## config.mk

```make
export PLATFORM = sky130hd
export DESIGN_NAME = bnpc_unit
export DESIGN_NICKNAME = d
export VERILOG_FILES = /design/src/rtl/bnpc_pkg.sv /design/src/rtl/bnpc_decode.sv /design/src/rtl/bnpc_cond.sv /design/src/rtl/bnpc_imm.sv /design/src/rtl/bnpc_unit.sv
export SDC_FILE = /design/constraint.sdc
export NUM_CORES = 1
export LEC_CHECK = 0
export ABC_AREA = 0
export BUFFER_PORTS_ARGS = -buffer_cell sky130_fd_sc_hd__clkbuf_2
export CELL_PAD_IN_SITES_DETAIL_PLACEMENT = 1
export CELL_PAD_IN_SITES_GLOBAL_PLACEMENT = 1
export CORE_UTILIZATION = 25
export DETAILED_ROUTE_END_ITERATION = 12
export PLACE_DENSITY_LB_ADDON = 0.15
export SLEW_MARGIN = 10
export SYNTH_ARGS = -nofsm -noshare
export SYNTH_HDL_FRONTEND = slang
export SYNTH_SLANG_ARGS = --single-unit
```

## constraint.sdc

```tcl
create_clock -name clk -period 2.84 [get_ports clk]
set_input_delay 0.568 -clock clk [delete_from_list [all_inputs] [get_ports clk]]
set_output_delay 0.568 -clock clk [all_outputs]
set_load 0.02 [all_outputs]
```

## src/rtl/bnpc_pkg.sv

```systemverilog
// Package: shared constants and types for the branch and next-PC unit.
// Assumes 32-bit instruction words and word-aligned program counters.
package bnpc_pkg;
    localparam int XLEN      = 32;
    localparam int REG_IDX_W = 5;
    localparam int COND_W    = 4;
    localparam int FLAG_W    = 4;

    localparam logic [1:0] OP_CALL   = 2'b01;
    localparam logic [1:0] OP_FMT2   = 2'b00;
    localparam logic [1:0] OP_ARITH  = 2'b10;
    localparam logic [2:0] SUB_BRCH  = 3'b010;
    localparam logic [2:0] SUB_SETHI = 3'b100;
    localparam logic [5:0] FN_JLINK  = 6'b111000;

    // Flag positions inside the flags vector.
    localparam int FLG_N = 3;
    localparam int FLG_Z = 2;
    localparam int FLG_V = 1;
    localparam int FLG_C = 0;

    typedef enum logic [1:0] {
        XFER_NONE   = 2'd0,
        XFER_CALL   = 2'd1,
        XFER_BRANCH = 2'd2,
        XFER_JLINK  = 2'd3
    } xfer_kind_e;

    typedef struct packed {
        xfer_kind_e             kind;
        logic [COND_W-1:0]      cond;
        logic [REG_IDX_W-1:0]   rd;
    } xfer_dec_t;
endpackage

```

## src/rtl/bnpc_decode.sv

```systemverilog
// Module: bnpc_decode
// Classifies an instruction word into one of the control-transfer kinds and
// extracts the branch condition and destination register fields.
// Assumes a single 32-bit word; purely combinational.
module bnpc_decode
    import bnpc_pkg::*;
(
    input  logic [XLEN-1:0] i_inst,
    output xfer_dec_t       o_dec
);
    logic [1:0] op_top;
    logic [2:0] op_sub;
    logic [5:0] op_fn;
    logic       unused_ok;

    assign op_top    = i_inst[31:30];
    assign op_sub    = i_inst[24:22];
    assign op_fn     = i_inst[24:19];
    // Source register and mode bits are consumed elsewhere in the core.
    assign unused_ok = ^i_inst[18:13];

    // Pick the transfer kind from the format and function fields.
    always_comb begin
        o_dec.kind = XFER_NONE;
        o_dec.cond = i_inst[28:25];
        o_dec.rd   = i_inst[29:25];
        unique case (op_top)
            OP_CALL:  o_dec.kind = XFER_CALL;
            OP_FMT2:  if (op_sub == SUB_BRCH) o_dec.kind = XFER_BRANCH;
            OP_ARITH: if (op_fn == FN_JLINK)  o_dec.kind = XFER_JLINK;
            default:  o_dec.kind = XFER_NONE;
        endcase
    end
endmodule

```

## src/rtl/bnpc_cond.sv

```systemverilog
// Module: bnpc_cond
// Evaluates a 4-bit branch condition against the stored flags. The low
// three code bits select a base test; the top bit inverts it.
// Assumes flags ordered {N, Z, V, C}; purely combinational.
module bnpc_cond
    import bnpc_pkg::*;
(
    input  logic [COND_W-1:0] i_cond,
    input  logic [FLAG_W-1:0] i_flags,
    output logic              o_taken
);
    localparam int N_BASE = 1 << (COND_W - 1);

    logic              fn, fz, fv, fc;
    logic [N_BASE-1:0] base_test;

    assign fn = i_flags[FLG_N];
    assign fz = i_flags[FLG_Z];
    assign fv = i_flags[FLG_V];
    assign fc = i_flags[FLG_C];

    // Build the eight base tests, one per low-code value.
    genvar gi;
    generate
        for (gi = 0; gi < N_BASE; gi++) begin : g_base
            if (gi == 0)      begin : g_never assign base_test[gi] = 1'b0;            end
            else if (gi == 1) begin : g_eq    assign base_test[gi] = fz;              end
            else if (gi == 2) begin : g_le    assign base_test[gi] = fz | (fn ^ fv);  end
            else if (gi == 3) begin : g_lt    assign base_test[gi] = fn ^ fv;         end
            else if (gi == 4) begin : g_leu   assign base_test[gi] = fc | fz;         end
            else if (gi == 5) begin : g_cs    assign base_test[gi] = fc;              end
            else if (gi == 6) begin : g_neg   assign base_test[gi] = fn;              end
            else              begin : g_vs    assign base_test[gi] = fv;              end
        end
    endgenerate

    // Select the base test and apply the inversion bit.
    always_comb begin
        o_taken = base_test[i_cond[COND_W-2:0]] ^ i_cond[COND_W-1];
    end
endmodule

```

## src/rtl/bnpc_imm.sv

```systemverilog
// Module: bnpc_imm
// Forms the immediates and displacements carried in an instruction word:
// signed 13-bit operand, set-high value, call and branch byte offsets.
// Assumes 32-bit words; purely combinational.
module bnpc_imm
    import bnpc_pkg::*;
#(
    parameter int SIMM_W  = 13,
    parameter int HI_W    = 22,
    parameter int BDISP_W = 22
) (
    input  logic [XLEN-1:0] i_inst,
    output logic [XLEN-1:0] o_simm32,
    output logic [XLEN-1:0] o_sethi32,
    output logic [XLEN-1:0] o_call_off,
    output logic [XLEN-1:0] o_br_off
);
    localparam int CDISP_W = XLEN - 2;
    localparam int LO_W    = XLEN - HI_W;

    logic [SIMM_W-1:0]  simm_f;
    logic [BDISP_W-1:0] bdisp_f;

    assign simm_f  = i_inst[SIMM_W-1:0];
    assign bdisp_f = i_inst[BDISP_W-1:0];

    // Widen the signed operand immediate.
    always_comb o_simm32 = {{(XLEN-SIMM_W){simm_f[SIMM_W-1]}}, simm_f};

    // Place the set-high field on top and clear the low bits.
    always_comb o_sethi32 = {i_inst[HI_W-1:0], {LO_W{1'b0}}};

    // Word-align the call displacement; it spans the whole space.
    always_comb o_call_off = {i_inst[CDISP_W-1:0], 2'b00};

    // Sign-extend and word-align the branch displacement.
    always_comb o_br_off = {{(XLEN-BDISP_W-2){bdisp_f[BDISP_W-1]}}, bdisp_f, 2'b00};
endmodule

```

## src/rtl/bnpc_unit.sv

```systemverilog
// Module: bnpc_unit (top)
// Computes the next fetch address and the link-register write for call,
// conditional branch and register-indirect jump-and-link; also presents the
// operand immediates. All outputs are registered (one-cycle latency).
// Assumes word-aligned PC; synchronous active-low reset clears all outputs.
module bnpc_unit
    import bnpc_pkg::*;
#(
    parameter int LINK_REG = 15
) (
    input  logic                 clk,
    input  logic                 rst_n,
    input  logic [XLEN-1:0]      i_inst,
    input  logic [XLEN-1:0]      i_pc,
    input  logic [FLAG_W-1:0]    i_flags,
    input  logic [XLEN-1:0]      i_rs_sum,
    output logic [XLEN-1:0]      o_next_pc,
    output logic                 o_redirect,
    output logic                 o_link_we,
    output logic [REG_IDX_W-1:0] o_link_idx,
    output logic [XLEN-1:0]      o_link_val,
    output logic [XLEN-1:0]      o_simm32,
    output logic [XLEN-1:0]      o_sethi32
);
    localparam logic [REG_IDX_W-1:0] LINK_IDX = REG_IDX_W'(LINK_REG);
    localparam logic [XLEN-1:0]      STEP     = XLEN'(4);

    xfer_dec_t              dec;
    logic                   br_taken;
    logic [XLEN-1:0]        simm_c, sethi_c, call_off, br_off;
    logic [XLEN-1:0]        npc_c, lval_c;
    logic                   redir_c, lwe_c;
    logic [REG_IDX_W-1:0]   lidx_c, ltarget;

    bnpc_decode u_dec (
        .i_inst (i_inst),
        .o_dec  (dec)
    );

    bnpc_cond u_cond (
        .i_cond  (dec.cond),
        .i_flags (i_flags),
        .o_taken (br_taken)
    );

    bnpc_imm u_imm (
        .i_inst     (i_inst),
        .o_simm32   (simm_c),
        .o_sethi32  (sethi_c),
        .o_call_off (call_off),
        .o_br_off   (br_off)
    );

    // Choose next PC and redirect from the transfer kind.
    always_comb begin
        npc_c   = i_pc + STEP;
        redir_c = 1'b0;
        ltarget = '0;
        unique case (dec.kind)
            XFER_CALL: begin
                npc_c   = i_pc + call_off;
                redir_c = 1'b1;
                ltarget = LINK_IDX;
            end
            XFER_BRANCH: begin
                if (br_taken) begin
                    npc_c   = i_pc + br_off;
                    redir_c = 1'b1;
                end
            end
            XFER_JLINK: begin
                npc_c   = i_rs_sum;
                redir_c = 1'b1;
                ltarget = dec.rd;
            end
            default: ;
        endcase
    end

    // Form the link write; register 0 targets are dropped.
    always_comb begin
        lwe_c  = (ltarget != '0);
        lidx_c = lwe_c ? ltarget : '0;
        lval_c = lwe_c ? i_pc : '0;
    end

    // Register all results; reset clears them.
    always_ff @(posedge clk) begin
        if (!rst_n) begin
            o_next_pc  <= '0;
            o_redirect <= 1'b0;
            o_link_we  <= 1'b0;
            o_link_idx <= '0;
            o_link_val <= '0;
            o_simm32   <= '0;
            o_sethi32  <= '0;
        end else begin
            o_next_pc  <= npc_c;
            o_redirect <= redir_c;
            o_link_we  <= lwe_c;
            o_link_idx <= lidx_c;
            o_link_val <= lval_c;
            o_simm32   <= simm_c;
            o_sethi32  <= sethi_c;
        end
    end
endmodule

```

==> flow_metrics.env, run 1 <==
export IMPL_final_cell_mix="226 x clkbuf_2, 126 x buf_4, 93 x dfxtp_1"
export IMPL_fin_crit_sh=0.942
export IMPL_cts_root_buf="clkbuf_16"
export IMPL_dpl_cell_count=1302
export IMPL_synth_top_family_by_area="simple AND/OR/NAND/NOR gates"
export IMPL_clockBufferDepth=2
export IMPL_cts_tree="built"
export IMPL_hold_viol_final=0
export IMPL_cts_max_level=3
export IMPL_wl_per_cell_um=18.0
export IMPL_grt_busiest_layer="met2"
export IMPL_synthCells=692
export IMPL_seq_area_frac_synth=0.311
export IMPL_stdcell_area_um2=8420
export IMPL_drv_cap=0
export IMPL_synth_fa_ha_area_frac=0.0806
export IMPL_use_met1=0.256
export IMPL_grt_max_degree=30
export IMPL_grt_use_met2=0.325
export IMPL_crit_arrival_ns=2.91
export IMPL_cpMostUsedCell="o21ai_1"
export IMPL_critPathRequiredTime_ns=3.07
export IMPL_critPathMaxStageDelay_ns=0.36
export IMPL_ant_nets=0
export IMPL_yosysWarnings=0
export IMPL_synth_top_flop_cell="dfxtp_1"
export IMPL_gp_congestion=0.829
export IMPL_critical_path_class="in2reg"
export IMPL_synth_xor_area_frac=0.0877
export IMPL_min_path_cells=2
export IMPL_avgSynthCellArea_um2=8.66
export IMPL_dr_pass1_iters=5
export IMPL_drc_errors=0
export IMPL_synth_compound_area_frac=0.206
export IMPL_cts_made_buffers=9
export IMPL_io_pins=237
export IMPL_fmaxAchievable_ghz=0.374
export IMPL_crit_chain="clkbuf_2, ha_1, and3_1, and2_1, a221o_1, nor3b_2, buf_4, o21ai_1, a31oi_2, o21ai_1, mux2i_1, o2111ai_1"
export IMPL_slowest_stage="a221o_1"
export IMPL_async_flop_share=0
export IMPL_dieArea_um2=24600
export IMPL_period_minus_slack_ns=2.68
export IMPL_hold_class="in2reg"
export IMPL_worstSetupStartpointType="input port"
export IMPL_tightestPinTransition_ns=0.708
export IMPL_use_met3=0.0274
export IMPL_setup_viol=0
export IMPL_start_util=0.255
export IMPL_syn_to_final_growth_pct=40.4
export IMPL_crit_path_end_kind="register"
export IMPL_power_density_nw_per_um2=463
export IMPL_overflow=0
export IMPL_outcome="complete, no violations"
export IMPL_die_h_um=157
export IMPL_cp_depth=12
export IMPL_grt_pass1_vias=6182
export IMPL_rsz0062_at_grt="no"
export IMPL_synth_seq_cells=93
export IMPL_initialDrtViolationCount=370
export IMPL_path_clk_slew_ns=0.08
export IMPL_stdcell_count=1321
export IMPL_cellLeakagePower_nw=4.05
export IMPL_dr_total_vias=6115
export IMPL_synth_simple_gate_area_frac=0.217
export IMPL_critPathTopFamily="compound AO/OA/AOI/OAI gates"
export IMPL_io_buffer_count=226
export IMPL_synth_distinct_cells=72
export IMPL_grtUsageTotal=0.195
export IMPL_rows=56
export IMPL_vias_per_cell=4.63
export IMPL_finalMaxSlewViolations=0
export IMPL_dp_hpwl_um=19700
export IMPL_crit_fanout=5
export IMPL_slew_headroom=0.524
export IMPL_finalPower_mw=3.90
export IMPL_cts_hold_buffers=0
export IMPL_ir_drop_uv=207
export IMPL_post_route_util=0.359
export IMPL_synth_edff_count=0
export IMPL_grt_pass1_wl_um=35800
export IMPL_antenna_found_initial=2
export IMPL_cts_sinks=93
export IMPL_syn_area_um2=5990
export IMPL_wirelength_um=23700
export IMPL_setup_tns_final_ns=0
export IMPL_core_area_um2=23500
export IMPL_drive_gt1_frac=0.401
export IMPL_critPathBufInv=2
export IMPL_die_w_um=157
export IMPL_n_fill_cell=2859
export IMPL_mostFrequentLayoutCell="clkbuf_2"
export IMPL_synth_mux_area_frac=0.0119
export IMPL_placed_area_um2=8040
export IMPL_fin_nets=1136
stage by stage:
step / setup slack (ns) / hold WS, ns
final: 0.164 / 0.427
after global placement: -0.348 / 0.795
after floorplan: 0.0469 / 0.690
after global routing: 0.0190 / 0.433
after detailed placement: -0.345 / 0.801
after CTS: 0.0220 / 0.419
routing by layer:
layer,up-vias,part of all wire
met5,-,0.00051
met4,2,0.019
met3,24,0.043
met2,170,0.47
met1,2875,0.47
li1,3044,-
Yosys cell counts, types with 5 or more instances:
| master | n | share of area |
|---|---|---|
| nand3_1 | 17 | 0.014 |
| and2_1 | 60 | 0.063 |
| buf_4 | 44 | 0.055 |
| a21oi_1 | 41 | 0.034 |
| clkbuf_1 | 15 | 0.0094 |
| nor4_1 | 5 | 0.0052 |
| ha_1 | 37 | 0.077 |
| a31oi_1 | 11 | 0.011 |
| o21a_1 | 6 | 0.0075 |
| xor2_1 | 20 | 0.029 |
| nand2_1 | 42 | 0.026 |
| mux2i_1 | 6 | 0.010 |
| o211ai_1 | 5 | 0.0063 |
| and3_1 | 10 | 0.010 |
| nor2_1 | 63 | 0.039 |
| nor3_1 | 6 | 0.0050 |
| dfxtp_1 | 93 | 0.31 |
| o21ai_0 | 19 | 0.016 |
| inv_1 | 12 | 0.0075 |
| a222oi_1 | 23 | 0.038 |
| o21ai_1 | 10 | 0.0083 |
| nand2b_1 | 6 | 0.0063 |
| nand4_1 | 7 | 0.0073 |
| and4_1 | 5 | 0.0073 |
| a21o_1 | 15 | 0.019 |
| xnor2_1 | 40 | 0.058 |
flip-flops by register name, summed over array words and instances (netlist names):
| signal | count |
|---|---|
| o_link_val | 32 |
| o_next_pc | 32 |
| o_simm32 | 12 |
| o_sethi32 | 10 |
| o_link_idx | 5 |
| o_link_we | 1 |
| o_redirect | 1 |
timing repair:
| action | in CTS | in global routing |
|---|---|---|
| endpoints found under the setup margin | 0 | 6 |
| buffers inserted | 0 | 2 |
| gates resized for setup | 0 | 13 |
report_power, final:
part | switching, mW | total, mW | leakage, nW | internal (mW)
logic | 0.720 | 1.27 | 3.15 | 0.554
registers | 0.0255 | 1.40 | 0.767 | 1.37
clock network | 0.617 | 1.23 | 0.132 | 0.610
total | 1.36 | 3.90 | 4.05 | 2.54
area by class of cell:
type / count / area, um^2 / area share
multi-input combinational: 527 / 3740 / 0.445
timing repair buffer: 352 / 2080 / 0.247
sequential: 93 / 1860 / 0.221
tap: 319 / 399 / 0.0474
clock buffer: 9 / 225 / 0.0268
clock inverter: 7 / 58.8 / 0.00699
inverter: 13 / 48.8 / 0.00580
antenna: 1 / 2.50 / 0.000297
final timing paths:
check,start,to
max,i_pc[14],o_next_pc[31]
min,i_pc[0],o_link_val[0]
cells by family (layout without fill, tap and decap cells):
group           count (synthesis)  count (layout)
xor+xnor                       60              60
compound gates                168             168
buf+inv                        81             381
mux                             7               7
other cells                     1              11
simple gates                  244             244
flops                          93              93
fa+ha+maj                      38              38
No activity file was read; power rests on OpenSTA's default activity.
==> run 2: changes to the inputs <==
--- a/config.mk
+++ b/config.mk
@@ -11,7 +11,7 @@
 export CELL_PAD_IN_SITES_GLOBAL_PLACEMENT = 1
 export CORE_UTILIZATION = 25
 export DETAILED_ROUTE_END_ITERATION = 12
-export PLACE_DENSITY_LB_ADDON = 0.15
+export PLACE_DENSITY_LB_ADDON = 0.2
 export SLEW_MARGIN = 10
 export SYNTH_ARGS = -nofsm -noshare
 export SYNTH_HDL_FRONTEND = slang
==> flow_metrics.env, run 2 (synthesis results as in run 1) <==
export IMPL_critPathTopFamily="compound AO/OA/AOI/OAI gates"
export IMPL_path_clk_slew_ns=0.08
export IMPL_cts_made_buffers=9
export IMPL_post_cts_buffers=0
export IMPL_crit_path_end_kind="register"
export IMPL_slew_headroom=0.473
export IMPL_initialDrtViolationCount=299
export IMPL_antenna_found_initial=1
export IMPL_cts_tree="built"
export IMPL_rows=56
export IMPL_placed_area_um2=8080
export IMPL_whs_ns=0.433
export IMPL_drv_cap=0
export IMPL_drive_gt1_frac=0.403
export IMPL_fmaxAchievable_ghz=0.373
export IMPL_critPathBufInv=3
export IMPL_switching_power_mw=1.36
export IMPL_overflow=0
export IMPL_post_route_util=0.363
export IMPL_wl_per_cell_um=17.9
export IMPL_grt_pass1_wl_um=35700
export IMPL_stdcell_area_um2=8520
export IMPL_finalPower_mw=4.07
export IMPL_tightestPinTransition_ns=0.784
export IMPL_worstSetupStartpointType="input port"
export IMPL_n_antenna_cell=0
export IMPL_cts_sinks=93
export IMPL_mostFrequentLayoutCell="clkbuf_2"
export IMPL_vias_per_cell=4.60
export IMPL_slowest_stage="fa_2"
export IMPL_holdCritStartpoint="i_inst[12]"
export IMPL_fin_ws_ns=0.160
export IMPL_pwr_share_clk=0.339
export IMPL_top_regs="o_link_val (32), o_next_pc (32), o_simm32 (12)"
export IMPL_comb_power_share=0.318
export IMPL_clockBufferDepth=2
export IMPL_ir_drop_uv=327
export IMPL_cellLeakagePower_nw=4.09
export IMPL_stdcell_count=1321
export IMPL_setup_tns_final_ns=0
export IMPL_outcome="complete, no violations"
export IMPL_grt_pass1_vias=6284
export IMPL_grtUsageTotal=0.193
export IMPL_period_minus_slack_ns=2.68
export IMPL_multi_input_area_um2=3770
export IMPL_grt_max_degree=37
export IMPL_dieArea_um2=24600
export IMPL_finalMaxSlewViolations=0
export IMPL_crit_fanout=5
export IMPL_critPathMaxStageDelay_ns=0.38
export IMPL_hold_class="in2reg"
export IMPL_setup_viol=0
export IMPL_ant_nets=0
export IMPL_fin_nets=1137
export IMPL_dp_hpwl_um=19300
export IMPL_critical_path_class="in2reg"
export IMPL_switching_share=0.334
export IMPL_cts_root_buf="clkbuf_16"
export IMPL_syn_to_final_growth_pct=42.1
export IMPL_fin_crit_sh=0.944
export IMPL_gp_congestion=0.835
export IMPL_cts_max_level=3
export IMPL_hold_viol_final=0
export IMPL_dr_pass1_iters=8
export IMPL_n_fill_cell=2863
export IMPL_pwr_share_seq=0.344
export IMPL_wirelength_um=23600
export IMPL_core_area_um2=23500
export IMPL_die_h_um=157
export IMPL_power_density_nw_per_um2=478
export IMPL_min_path_cells=2
export IMPL_dr_total_vias=6082
export IMPL_die_w_um=157
export IMPL_dpl_cell_count=1305
export IMPL_crit_chain="clkbuf_2, ha_4, inv_2, fa_2, nor2b_4, o2111ai_4, a21oi_4, nor3b_2, o31ai_4, buf_6, a21oi_1, nor3_1, o21ai_1, a221oi_2"
export IMPL_hold_path_end="o_sethi32[22]"
export IMPL_critPathRequiredTime_ns=3.12
export IMPL_start_util=0.255
export IMPL_final_cell_mix="226 x clkbuf_2, 124 x buf_4, 93 x dfxtp_1"
export IMPL_crit_arrival_ns=2.96
export IMPL_preCtsSetupSlack_ns=-0.508
export IMPL_io_buffer_count=226
export IMPL_regArea_um2=1860
export IMPL_io_pins=237
export IMPL_drc_errors=0
export IMPL_internal_power_mw=2.71
==> run 2: cell types whose count changed in the layout (fill, tap and decap cells not counted), sizes merged <==
cell | before | now
buf | 126 | 127
inv | 16 | 15
clkinv | 1 | 2
bufinv | 0 | 2
clkinvlp | 3 | 1
diode | 1 | 0
==> run 2: area by class of cell <==
type	count	area share
clock inverter	7	0.0112
inverter	13	0.00573
timing repair buffer	353	0.248
clock buffer	9	0.0264
tap	319	0.0469
sequential	93	0.219
multi-input combinational	527	0.443
==> run 2: how the worst max path moves through the flow <==
stage	from	slack (ns)	to	cells after the start
floorplan	i_inst[0]	0.05	o_next_pc[26]	12
global placement	i_pc[2]	-0.40	o_next_pc[28]	14
detailed placement	i_pc[2]	-0.51	o_next_pc[28]	14
CTS	i_pc[2]	0.008	o_next_pc[31]	13
global route	i_inst[4]	-0.0006	o_next_pc[26]	11
finish	i_pc[2]	0.16	o_next_pc[28]	14
==> run 2: power by group through the flow <==
stage	sequential, mW	clock (mW)	combinational [mW]
after floorplan	1.52	0	0.652
after global placement	1.43	0	1.26
after detailed placement	1.43	0	1.27
after CTS	1.40	1.42	1.28
after global routing	1.41	1.46	1.41
final	1.40	1.38	1.29
==> run 2: layer usage <==
metal | routed length, um | up-vias | part of all wire | global-route usage
met5 | 17 | - | 0.00072 | 0
met4 | 335 | 2 | 0.014 | 0.0565
met3 | 1090 | 23 | 0.046 | 0.0296
met2 | 11000 | 170 | 0.46 | 0.323
met1 | 11200 | 2834 | 0.47 | 0.254
li1 | - | 3053 | - | -
==> run 2: repair_timing <==
item | CTS | global route
gates resized for setup | 3 | 16
setup endpoints to repair | 4 | 7
pin swaps | 1 | 18
hold buffers | 0 | 0
==> run 3: changes to the inputs <==
--- a/config.mk
+++ b/config.mk
@@ -12,7 +12,7 @@
 export CORE_UTILIZATION = 25
 export DETAILED_ROUTE_END_ITERATION = 12
 export PLACE_DENSITY_LB_ADDON = 0.2
-export SLEW_MARGIN = 10
+export RECOVER_POWER = 50
 export SYNTH_ARGS = -nofsm -noshare
 export SYNTH_HDL_FRONTEND = slang
 export SYNTH_SLANG_ARGS = --single-unit
==> flow_metrics.env, run 3 (synthesis results as in run 1) <==
export IMPL_outcome="complete, no violations"
export IMPL_setup_viol=0
export IMPL_critPathMaxStageDelay_ns=0.38
export IMPL_n_antenna_cell=0
export IMPL_power_density_nw_per_um2=483
export IMPL_cts_max_level=3
export IMPL_crit_path_end_kind="register"
export IMPL_min_path_cells=2
export IMPL_worstSetupStartpointType="input port"
export IMPL_dieArea_um2=24600
export IMPL_overflow=0
export IMPL_io_buffer_count=226
export IMPL_grt_max_degree=37
export IMPL_critical_path_class="in2reg"
export IMPL_post_cts_buffers=0
export IMPL_crit_fanout=5
export IMPL_grtUsageTotal=0.193
export IMPL_finalMaxSlewViolations=0
export IMPL_cts_hold_buffers=0
export IMPL_grt_pass1_vias=6284
export IMPL_crit_arrival_ns=2.96
export IMPL_slew_headroom=0.468
export IMPL_ant_nets=0
export IMPL_die_h_um=157
export IMPL_fin_crit_sh=0.943
export IMPL_setup_tns_final_ns=0
export IMPL_die_w_um=157
export IMPL_period_minus_slack_ns=2.68
export IMPL_cellLeakagePower_nw=3.80
export IMPL_path_clk_slew_ns=0.08
export IMPL_hold_viol_final=0
export IMPL_mostFrequentLayoutCell="clkbuf_2"
export IMPL_tightestPinTransition_ns=0.792
export IMPL_cts_made_buffers=9
export IMPL_cts_root_buf="clkbuf_16"
export IMPL_drive_gt1_frac=0.316
export IMPL_final_cell_mix="139 x clkbuf_2, 124 x buf_4, 93 x dfxtp_1"
export IMPL_holdCritStartpoint="i_inst[12]"
export IMPL_drv_cap=0
export IMPL_top_regs="o_link_val (32), o_next_pc (32), o_simm32 (12)"
export IMPL_crit_chain="clkbuf_2, ha_4, inv_2, fa_2, nor2b_4, o2111ai_4, a21oi_4, nor3b_2, o31ai_4, buf_6, a21oi_1, nor3_1, o21ai_1, a221oi_2"
export IMPL_rows=56
export IMPL_start_util=0.255
export IMPL_vias_per_cell=4.65
export IMPL_grt_pass1_wl_um=35700
export IMPL_io_pins=237
export IMPL_clockBufferDepth=2
export IMPL_core_area_um2=23500
export IMPL_fin_ws_ns=0.162
export IMPL_hold_path_end="o_sethi32[22]"
export IMPL_syn_to_final_growth_pct=40.3
export IMPL_wl_per_cell_um=18.0
export IMPL_fin_nets=1137
export IMPL_critPathRequiredTime_ns=3.12
export IMPL_fmaxAchievable_ghz=0.373
export IMPL_dr_pass1_iters=6
export IMPL_initialDrtViolationCount=299
export IMPL_hold_class="in2reg"
export IMPL_drc_errors=0
export IMPL_cts_sinks=93
export IMPL_dr_total_vias=6141
export IMPL_gp_congestion=0.835
export IMPL_critPathBufInv=3
export IMPL_ir_drop_uv=325
export IMPL_preCtsSetupSlack_ns=-0.508
export IMPL_n_fill_cell=2908
export IMPL_critPathTopFamily="compound AO/OA/AOI/OAI gates"
export IMPL_cts_tree="built"
export IMPL_antenna_found_initial=1
export IMPL_slowest_stage="fa_2"
export IMPL_finalPower_mw=4.06
export IMPL_wirelength_um=23700
export IMPL_dp_hpwl_um=19300
[run 3: cell counts in the layout (fill, tap and decap cells not counted)]
Identical to the previous run, type by type.
[run 3: per-layer routing]
layer | part of all wire | routed length, um | GRT usage
met1 | 0.47 | 11200 | 0.254
met2 | 0.46 | 11000 | 0.323
met3 | 0.047 | 1120 | 0.0296
met4 | 0.015 | 359 | 0.0565
met5 | 0.00072 | 17 | 0
[run 3: layout make-up]
cell class / instances / area, um^2 / area share
Clock buffer: 9 / 225 / 0.0268
Sequential cell: 93 / 1860 / 0.221
Clock inverter: 7 / 95.1 / 0.0113
Tap cell: 319 / 399 / 0.0475
Inverter: 13 / 48.8 / 0.00580
Timing Repair Buffer: 353 / 2000 / 0.238
Multi-Input combinational cell: 527 / 3770 / 0.449
[run 3: worst max-delay path by stage]
stage	depth (start not counted)	endpoint	slack (ns)	from
after global placement	14	o_next_pc[28]	-0.40	i_pc[2]
after CTS	13	o_next_pc[31]	0.008	i_pc[2]
after detailed placement	14	o_next_pc[28]	-0.51	i_pc[2]
after floorplan	12	o_next_pc[26]	0.05	i_inst[0]
after global routing	11	o_next_pc[26]	-0.0006	i_inst[4]
final	14	o_next_pc[28]	0.16	i_pc[2]
[run 3: power breakdown]
part           internal (mW)  switching, mW  total, mW
Combinational          0.545          0.733       1.28
Clock                  0.777          0.605       1.38
Sequential              1.37         0.0242       1.40
[run 3: metrics by stage]
| stage | cell area (um^2) | hold WS, ns | util | std cells |
|---|---|---|---|---|
| after floorplan | 6030 | 0.690 | - | 701 |
| after global placement | 8080 | 0.788 | 0.344 | 1305 |
| after detailed placement | 8080 | 0.800 | 0.344 | 1305 |
| after CTS | 8410 | 0.424 | 0.358 | 1321 |
| after global routing | 8410 | 0.438 | 0.358 | 1321 |
| final | 8410 | 0.432 | 0.358 | 1321 |
[run 3: repair_timing]
action | 4_1_cts | 5_1_grt
resized for setup | 3 | 16
setup endpoints to repair | 4 | 7
pin swaps | 1 | 18
